--- src/rtl/flash_wr_qual_pkg.sv ---
package flash_wr_qual_pkg;

    typedef enum logic [1:0] {
        ST_LOCK   = 2'd0,
        ST_READY  = 2'd1,
        ST_ACTIVE = 2'd2
    } wq_state_e;

    typedef struct packed {
        logic ce_n;
        logic we_n;
        logic oe_n;
    } wq_pins_t;

    localparam int PIN_CE = 2;
    localparam int PIN_WE = 1;
    localparam int PIN_OE = 0;
    localparam int NUM_PINS = 3;

    function automatic logic pins_write(input wq_pins_t p);
        return !p.ce_n && !p.we_n && p.oe_n;
    endfunction

    function automatic logic pins_idle(input wq_pins_t p);
        return p.ce_n || p.we_n;
    endfunction

endpackage

--- src/rtl/wq_pin_filter.sv ---
module wq_pin_filter #(
    parameter int FILT_SAMPLES = 4
) (
    input  logic clk,
    input  logic rst,
    input  logic raw,
    output logic level
);
    localparam int CW = (FILT_SAMPLES > 1) ? $clog2(FILT_SAMPLES) : 1;
    localparam logic [CW-1:0] LAST = CW'(FILT_SAMPLES - 1);

    logic [CW-1:0] cnt;

    always_ff @(posedge clk) begin
        if (rst) begin
            level <= 1'b1;
            cnt   <= '0;
        end else if (raw == level) begin
            cnt <= '0;
        end else if (cnt == LAST) begin
            level <= raw;
            cnt   <= '0;
        end else begin
            cnt <= cnt + 1'b1;
        end
    end

    // the filtered level only moves to a value the raw pin was showing
    p_level_follows_raw_r6: assert property (@(posedge clk) disable iff (rst)
        (level != $past(level)) |-> ($past(raw) == level));

endmodule

--- src/rtl/wq_cycle_fsm.sv ---
module wq_cycle_fsm
    import flash_wr_qual_pkg::*;
#(
    parameter int ADDR_W = 19,
    parameter int DATA_W = 16
) (
    input  logic              clk,
    input  logic              rst,
    input  logic              blocked,
    input  wq_pins_t          pins,
    input  logic [ADDR_W-1:0] addr_in,
    input  logic [DATA_W-1:0] data_in,
    output logic              wr_stb,
    output logic [ADDR_W-1:0] wr_addr,
    output logic [DATA_W-1:0] wr_data
);
    wq_state_e         state, state_nx;
    logic [ADDR_W-1:0] addr_hold;
    logic              start_cyc, end_cyc;

    always_comb begin
        state_nx  = state;
        start_cyc = 1'b0;
        end_cyc   = 1'b0;
        if (blocked) begin
            state_nx = ST_LOCK;
        end else begin
            unique case (state)
                ST_LOCK:   if (pins_idle(pins)) state_nx = ST_READY;
                ST_READY:  if (pins_write(pins)) begin
                               state_nx  = ST_ACTIVE;
                               start_cyc = 1'b1;
                           end
                ST_ACTIVE: if (!pins.oe_n) begin
                               state_nx = ST_LOCK;
                           end else if (pins_idle(pins)) begin
                               state_nx = ST_READY;
                               end_cyc  = 1'b1;
                           end
                default:   state_nx = ST_LOCK;
            endcase
        end
    end

    always_ff @(posedge clk) begin
        if (rst) begin
            state     <= ST_LOCK;
            wr_stb    <= 1'b0;
            addr_hold <= '0;
            wr_addr   <= '0;
            wr_data   <= '0;
        end else begin
            state  <= state_nx;
            wr_stb <= end_cyc;
            if (start_cyc) addr_hold <= addr_in;
            if (end_cyc) begin
                wr_addr <= addr_hold;
                wr_data <= data_in;
            end
        end
    end

    // strobe lasts one clock
    p_single_pulse_r2: assert property (@(posedge clk) disable iff (rst)
        wr_stb |=> !wr_stb);
    // strobe only follows an active cycle
    p_stb_after_active_r2: assert property (@(posedge clk) disable iff (rst)
        wr_stb |-> ($past(state) == ST_ACTIVE));
    // a cycle is entered only with write enables low and output enable high
    p_entry_qualified_r3: assert property (@(posedge clk) disable iff (rst)
        ((state == ST_ACTIVE) && ($past(state) != ST_ACTIVE)) |-> $past(pins_write(pins)));
    // lock forces idle and no strobe
    p_blocked_locks_r8: assert property (@(posedge clk) disable iff (rst)
        blocked |=> ((state == ST_LOCK) && !wr_stb));

endmodule

--- src/rtl/flash_wr_qual.sv ---
module flash_wr_qual
    import flash_wr_qual_pkg::*;
#(
    parameter int ADDR_W       = 19,
    parameter int DATA_W       = 16,
    parameter int FILT_SAMPLES = 4
) (
    input  logic              clk,
    input  logic              rst,
    input  logic              por,
    input  logic              supply_ok,
    input  logic              ce_n,
    input  logic              we_n,
    input  logic              oe_n,
    input  logic [ADDR_W-1:0] addr_in,
    input  logic [DATA_W-1:0] data_in,
    output logic              wr_stb,
    output logic [ADDR_W-1:0] wr_addr,
    output logic [DATA_W-1:0] wr_data,
    output logic              cmd_rst_req
);
    logic [NUM_PINS-1:0] raw_vec, filt_vec;
    wq_pins_t            pins_f;
    logic                blocked;

    assign raw_vec[PIN_CE] = ce_n;
    assign raw_vec[PIN_WE] = we_n;
    assign raw_vec[PIN_OE] = oe_n;

    for (genvar i = 0; i < NUM_PINS; i++) begin : g_filt
        wq_pin_filter #(.FILT_SAMPLES(FILT_SAMPLES)) u_filt (
            .clk   (clk),
            .rst   (rst),
            .raw   (raw_vec[i]),
            .level (filt_vec[i])
        );
    end

    assign pins_f.ce_n = filt_vec[PIN_CE];
    assign pins_f.we_n = filt_vec[PIN_WE];
    assign pins_f.oe_n = filt_vec[PIN_OE];
    assign blocked     = por || !supply_ok;

    wq_cycle_fsm #(.ADDR_W(ADDR_W), .DATA_W(DATA_W)) u_fsm (
        .clk     (clk),
        .rst     (rst),
        .blocked (blocked),
        .pins    (pins_f),
        .addr_in (addr_in),
        .data_in (data_in),
        .wr_stb  (wr_stb),
        .wr_addr (wr_addr),
        .wr_data (wr_data)
    );

    always_ff @(posedge clk) begin
        if (rst) cmd_rst_req <= 1'b1;
        else     cmd_rst_req <= blocked;
    end

    // low supply requests a command-logic reset
    p_low_supply_req_r8: assert property (@(posedge clk) disable iff (rst)
        !supply_ok |=> cmd_rst_req);
    // power-on requests a reset and suppresses strobes
    p_por_req_r10: assert property (@(posedge clk) disable iff (rst)
        por |=> (cmd_rst_req && !wr_stb));

endmodule

--- config.mk ---
export PLATFORM = sky130hd
export DESIGN_NAME = flash_wr_qual
export DESIGN_NICKNAME = d
export VERILOG_FILES = /design/src/rtl/flash_wr_qual_pkg.sv /design/src/rtl/wq_pin_filter.sv /design/src/rtl/wq_cycle_fsm.sv /design/src/rtl/flash_wr_qual.sv
export SDC_FILE = /design/constraint.sdc
export NUM_CORES = 1
export LEC_CHECK = 0
export BUFFER_PORTS_ARGS = -buffer_cell sky130_fd_sc_hd__buf_2
export CAP_MARGIN = 20
export CORE_MARGIN = 5
export CORE_UTILIZATION = 55
export DETAILED_ROUTE_END_ITERATION = 8
export PLACE_DENSITY = 0.84
export SYNTH_ARGS = -nofsm -noshare
export SYNTH_HDL_FRONTEND = slang
export SYNTH_SLANG_ARGS = --single-unit
--- constraint.sdc ---
create_clock -name clk -period 3 [get_ports clk]
set_clock_uncertainty 0.2 [all_clocks]
set_input_delay 0.15 -clock clk [delete_from_list [all_inputs] [get_ports clk]]
set_output_delay 0.15 -clock clk [all_outputs]
set_load 0.005 [all_outputs]
==> flow_metrics.tcl, run 1 <==
set metrics [dict create \
    status "completed" \
    final.period_utilization_pct 62.0 \
    vias 2125 \
    postSynthAreaPerCell_um2 10.5 \
    synthArstFlopShare_pct 0 \
    cts_buffers 9 \
    fp-row-count 26 \
    slew_viol_final 0 \
    io_pins 79 \
    overflow 0 \
    crit_type "reg -> reg" \
    tightestPinTransition_ns 0.645 \
    vias_per_cell 4.66 \
    cts_tree "built" \
    die_h_um 81.3 \
    p_leak_nw 1.55 \
    holdCritPathClass "in -> reg" \
    multi_input_area_um2 1360 \
    fin_ws_ns 1.14 \
    cp.arrival_ns 1.92 \
    max_freq_mhz 538 \
    pre_cts_ws_ns 1.16 \
    period_minus_slack_ns 1.86 \
    routedWlPerCell_um 12.9 \
    fillers 364 \
    gp_congestion 0.753 \
    synth-edff-count 0 \
    grt_use_total_pct 19.9 \
    max_cap_viol_count 0 \
    clk_path_buf_depth 2 \
    synth_fp_nets 310 \
    initial_core_util_pct 55.8 \
    post-dp-hpwl_mm 3.62 \
    synth_area_um2 2800 \
    end_kind "flop" \
    drc 0 \
    hold_violations 0 \
    setup_tns_ns 0 \
    clock_latency_ns 0.34 \
    cts_sinks 67 \
    antenna_found_initial 0 \
    grt_pass1_vias 2142 \
    cp.required_ns 3.06 \
    drtAntennaViolNets 0 \
    register_area_um2 1340 \
    r2r-end "u_fsm.addr_hold[6]$_SDFFE_PP0P_" \
    ys_seq_elements 67 \
    start_kind "flop" \
    grt_setup_unrepaired "false" \
    grt_max_degree 52 \
    setup_viol 0 \
    drt-pass1-iter-count 4 \
    r2r_slack_ns 1.14 \
    power_density_nw_per_um2 445 \
    grt_pass1_wl_mm 9.86 \
    port_buffers 78 \
    core_area_um2 5010 \
    yosysWarnings 0 \
    drive_above_1_share_pct 25.6 \
    ys_types 23 \
    crit_path_max_fanout 19 \
    ctsResizeCount 0 \
    dieArea_um2 6610 \
    diodes 0 \
    syn_inst 265 \
    whs_path_depth 3 \
    path_clk_slew_ns 0.06 \
    fin_nets 426 \
    cts_root_buf "clkbuf_8" \
    ys_seq_area_share_pct 48.0 \
    hold_ws_ns 0.0873 \
    reg2reg_depth 4 \
    vdd.ir_drop.worst_uv 393 \
    relSlewSlack_pct 57.0 \
    worstHoldStart "supply_ok" \
    r2r_start "g_filt[0].u_filt.level$_SDFFE_PP1P_" \
    syn2layout_area_growth_pct 35.3 \
    ys.flop_type "dfxtp_1" \
    die_w_um 81.3 \
    drt_iter0_markers 71 \
    htreeDepth 3 \
    routed_wl_mm 5.88 \
    hold_end "cmd_rst_req$_SDFF_PP1_" \
]
[placed cells by master, fill, tap and decap left out]
master	n
nand3b_1	1
clkbuf_8	11
clkbuf_1	3
clkinv_2	2
buf_2	78
a21oi_1	1
ha_1	3
or2_2	1
a21o_1	1
dlygate4sd3_1	38
or2b_1	1
nor3_2	1
nor4_4	1
nor2b_1	3
or3_1	4
a211o_1	3
xnor2_1	4
dfxtp_1	67
nor3_1	2
nor2_1	7
or3b_1	1
inv_1	4
mux2i_1	54
buf_4	5
nand2b_1	90
[per-stage QoR]
stage	cells	util, %	power, mW	instance area [µm²]
floorplan	265	-	0.970	2800
global placement	402	64.4	1.01	3230
detailed placement	402	64.4	1.01	3230
CTS	456	75.5	1.70	3780
global route	456	75.5	1.76	3780
finish	456	75.5	1.68	3780
[per-layer routing]
| metal | GRT usage (%) | up-vias | part of all wire (%) |
|---|---|---|---|
| met3 | 7.65 | 5 | 6.5 |
| met1 | 22.6 | 966 | 42 |
| met4 | 7.09 | 0 | 1.1 |
| met5 | 0 | - | 0 |
| met2 | 34.0 | 57 | 51 |
| li1 | - | 1097 | - |
[sequential cells by signal, summed over array words and instances (netlist names)]
register             count
g_filt.u_filt.cnt        6
cmd_rst_req              1
u_fsm.wr_stb             1
u_fsm.wr_addr           19
u_fsm.addr_hold         19
u_fsm.wr_data           16
u_fsm.state              2
g_filt.u_filt.level      3
[worst max-delay path, stage by stage (launching register included)]
cell,delay (ns)
dfxtp_1,0.41
or3b_1,0.43
nor4_4,0.14
buf_4,0.35
mux2i_1,0.25
[worst max-delay path by stage]
| stage | from | end | cells past startpoint |
|---|---|---|---|
| 3_5_place_dp | g_filt[0].u_filt.level$_SDFFE_PP1P_ | u_fsm.addr_hold[7]$_SDFFE_PP0P_ | 4 |
| 4_1_cts | g_filt[0].u_filt.level$_SDFFE_PP1P_ | u_fsm.addr_hold[7]$_SDFFE_PP0P_ | 4 |
| 6_report | g_filt[0].u_filt.level$_SDFFE_PP1P_ | u_fsm.addr_hold[6]$_SDFFE_PP0P_ | 4 |
| 5_1_grt | g_filt[0].u_filt.level$_SDFFE_PP1P_ | u_fsm.addr_hold[7]$_SDFFE_PP0P_ | 4 |
| 2_1_floorplan | g_filt[0].u_filt.level$_SDFFE_PP1P_ | u_fsm.addr_hold[10]$_SDFFE_PP0P_ | 5 |
| 3_3_place_gp | g_filt[0].u_filt.level$_SDFFE_PP1P_ | u_fsm.addr_hold[2]$_SDFFE_PP0P_ | 4 |
[power by group]
part | switching [mW] | total (mW) | internal [mW] | leakage, nW
clock | 0.314 | 0.657 | 0.343 | 0.0905
sequential | 0.00330 | 0.899 | 0.896 | 0.541
combinational | 0.0443 | 0.128 | 0.0836 | 0.917
[cell families after synthesis]
logic type	synth area share [%]
AND/OR/NAND/NOR	24.7
flip-flops	48.0
multiplexers	19.3
buffers and inverters	3.98
AO/OA/AOI/OAI	1.39
XOR/XNOR	1.25
adder cells (fa/ha/maj)	1.34
[synth_stat cells (all sizes together) (3+ instances only)]
cell type | number | area (µm²)
a211o | 3 | 26.3
buf | 6 | 58.8
clkbuf | 10 | 37.5
dfxtp | 67 | 1340
ha | 3 | 37.5
inv | 4 | 15.0
mux2i | 54 | 541
nand2b | 90 | 563
nor2 | 7 | 26.3
nor2b | 3 | 18.8
nor3 | 3 | 15.0
or3 | 4 | 25.0
xnor2 | 4 | 35.0
[final cells by class]
type	instances	share of cell area, %
clock inverters	2	0.265
well taps	70	2.32
repair buffers	121	21.4
multi-input cells	178	35.9
flip-flops and latches	67	35.5
inverters	4	0.397
clock buffers	14	4.30
[what timing repair did]
action | 4_1_cts | 5_1_grt
buffers inserted | 0 | 0
hold buffers | 38 | 0
endpoints found under the hold margin | 42 | 0
Note: power is estimated with default switching activity, not from simulation.
==> run 2, diff against run 1 <==
--- a/config.mk
+++ b/config.mk
@@ -5,12 +5,13 @@
 export SDC_FILE = /design/constraint.sdc
 export NUM_CORES = 1
 export LEC_CHECK = 0
+export ABC_AREA = 1
 export BUFFER_PORTS_ARGS = -buffer_cell sky130_fd_sc_hd__buf_2
 export CAP_MARGIN = 20
 export CORE_MARGIN = 5
-export CORE_UTILIZATION = 55
+export CORE_UTILIZATION = 52
 export DETAILED_ROUTE_END_ITERATION = 8
-export PLACE_DENSITY = 0.84
+export PLACE_DENSITY = 0.79
 export SYNTH_ARGS = -nofsm -noshare
 export SYNTH_HDL_FRONTEND = slang
 export SYNTH_SLANG_ARGS = --single-unit
==> constraint.sdc (replaced) <==
create_clock -name clk -period 1.8 [get_ports clk]
set_clock_uncertainty 0.2 [all_clocks]
set_input_delay 0.09 -clock clk [delete_from_list [all_inputs] [get_ports clk]]
set_output_delay 0.09 -clock clk [all_outputs]
set_load 0.005 [all_outputs]
==> flow_metrics.tcl, run 2 <==
set metrics [dict create \
    hold_violations 2 \
    grt_pass1_vias 2713 \
    crit_top_cell "dlygate4sd3_1" \
    start_kind "input pin" \
    clk_path_buf_depth 2 \
    violations "negative hold slack" \
    synthArstFlopShare_pct 0 \
    initial_core_util_pct 52.7 \
    fp-row-count 27 \
    cpLargestDelayFamily "buffers and inverters" \
    cts_sinks 67 \
    drt_iter0_markers 141 \
    fillers 436 \
    port_buffers 78 \
    cp.arrival_ns 1.84 \
    post-dp-hpwl_mm 4.19 \
    register_area_um2 1340 \
    fin_nets 550 \
    setup_tns_ns 0 \
    drive_above_1_share_pct 23.3 \
    diodes 0 \
    mostFrequentLayoutCells "nor2_1, buf_2, dfxtp_1" \
    pre_cts_ws_ns 0.333 \
    tightestPinTransition_ns 0.474 \
    cp.required_ns 1.87 \
    synth-edff-count 0 \
    synth_common_cells "nor2_1, dfxtp_1, nand2_1" \
    p_leak_nw 1.87 \
    crit_path_max_fanout 3 \
    reg_top3 "u_fsm.addr_hold (19), u_fsm.wr_addr (19), u_fsm.wr_data (16)" \
    final_cells 582 \
    grt_pass1_wl_mm 11.6 \
    hold_ws_ns -0.0506 \
    synth_fp_nets 427 \
    ys_types 21 \
    cts_buffers 9 \
    routedWlPerCell_um 11.8 \
    holdCritPathClass "in -> reg" \
    postSynthAreaPerCell_um2 7.46 \
    drtAntennaViolNets 0 \
    period_minus_slack_ns 1.76 \
    setup_viol 0 \
    grt_use_total_pct 20.2 \
    end_kind "flop" \
    dp.cells 522 \
    yosysWarnings 0 \
    final.period_utilization_pct 97.9 \
    slowest_stage "dlygate4sd3_1" \
    multi_input_area_um2 1270 \
    syn2layout_area_growth_pct 37.9 \
    vdd.ir_drop.worst_uv 557 \
    routed_wl_mm 6.85 \
    cts_tree "built" \
    relSlewSlack_pct 68.3 \
    ys_seq_elements 67 \
    ys.flop_type "dfxtp_1" \
    die_h_um 84.0 \
    cts_root_buf "clkbuf_8" \
    gp_congestion 0.745 \
    drt-pass1-iter-count 4 \
    syn_inst 382 \
    path_cells "dlygate4sd3_1 > buf_2 > nor2_2 > nand2_2 > nor3_2 > dlygate4sd3_1" \
    post_cts_buffers 0 \
    final_util_pct 72.7 \
    synth_area_um2 2850 \
    dieArea_um2 7060 \
    cp_slowest_stage_delay_ns 0.58 \
    grt_max_degree 55 \
    path_clk_slew_ns 0.07 \
    antenna_found_initial 0 \
    synth_top_cell_area_share_pct 47.1 \
    synth.area.top_cells "dfxtp_1, nor2_1, nand3b_1, nand2_1, inv_1" \
    core_area_um2 5410 \
    vias_per_cell 4.74 \
    path_buf_inv 3 \
    fin_ws_ns 0.0376 \
    vias 2757 \
    htreeDepth 3 \
    layout_commonest_cell "nor2_1" \
    status "complete, but fails checks" \
    crit_type "in -> reg" \
    power_density_nw_per_um2 778 \
    synth_largest_area_cell "dfxtp_1" \
    die_w_um 84.0 \
    clock_latency_ns 0.33 \
    io_pins 79 \
    slew_viol_final 0 \
    overflow 0 \
    drc 0 \
    max_cap_viol_count 0 \
    max_freq_mhz 567 \
    synth.most_common_cell "nor2_1" \
    ys_seq_area_share_pct 47.1 \
]
==> run 2: worst paths after layout <==
| kind | from | endpoint | slack [ns] | cells past startpoint |
|---|---|---|---|---|
| worst max register to register | g_filt[1].u_filt.cnt[0]$_SDFF_PP0_ | g_filt[1].u_filt.level$_SDFFE_PP1P_ | 0.13 | 4 |
| worst max-delay path | por | u_fsm.wr_stb$_SDFF_PP0_ | 0.04 | 6 |
| worst min-delay path | supply_ok | cmd_rst_req$_SDFF_PP1_ | -0.05 | 4 |
| worst min register to register | g_filt[2].u_filt.cnt[0]$_SDFF_PP0_ | g_filt[2].u_filt.cnt[0]$_SDFF_PP0_ | 0.22 | 1 |
==> run 2: cell type report <==
| type | instances | area share (%) |
|---|---|---|
| clock buffers | 11 | 3.34 |
| flip-flops and latches | 67 | 34.1 |
| inverters | 30 | 2.87 |
| clock inverters | 5 | 1.97 |
| repair buffers | 130 | 23.0 |
| multi-input cells | 267 | 32.4 |
| well taps | 72 | 2.29 |
==> run 2: logic make-up (layout without fill, tap and decap cells) <==
family                     count (synthesis)  in the layout  share of synthesized area (%)
and+or+nand+nor                          252            252                           40.6
adders and majority gates                  3              3                           1.32
buffers and inverters                     48            176                           8.87
AOI/OAI and AO/OA                         12             12                           2.19
DFF                                       67             67                           47.1
==> run 2: per-stage QoR <==
stage                     power (mW)  area (µm²)
after detailed placement        1.70        3260
after global routing            3.19        3930
final                           3.06        3930
after CTS                       3.08        3920
after floorplan                 1.63        2850
after global placement          1.69        3260
==> run 2: report_power, final <==
part	total (mW)	switching, mW	leakage (nW)	internal (mW)
sequential	1.50	0.00593	0.541	1.49
combinational	0.241	0.106	1.23	0.135
clock	1.32	0.543	0.103	0.776
total	3.06	0.655	1.87	2.40
==> run 2: what timing repair did <==
action                                 4_1_cts  5_1_grt
setup endpoints to repair                    0        3
endpoints found under the hold margin       48        0
gates resized for setup                      0        4
hold buffers                                45        0
==> run 2: tightest hold or removal path, stage by stage <==
cell and delay, ns:
buf_2 0.10, inv_1 0.05, nor2_2 0.05, nand2_1 0.12
==> run 2: per-layer routing <==
layer / global-route usage (%) / part of all wire, % / routed length [µm]
met5: 0 / 0 / 0
met4: 11.1 / 3.7 / 252
met3: 4.54 / 4.9 / 337
met2: 36.0 / 48 / 3320
met1: 21.8 / 43 / 2940
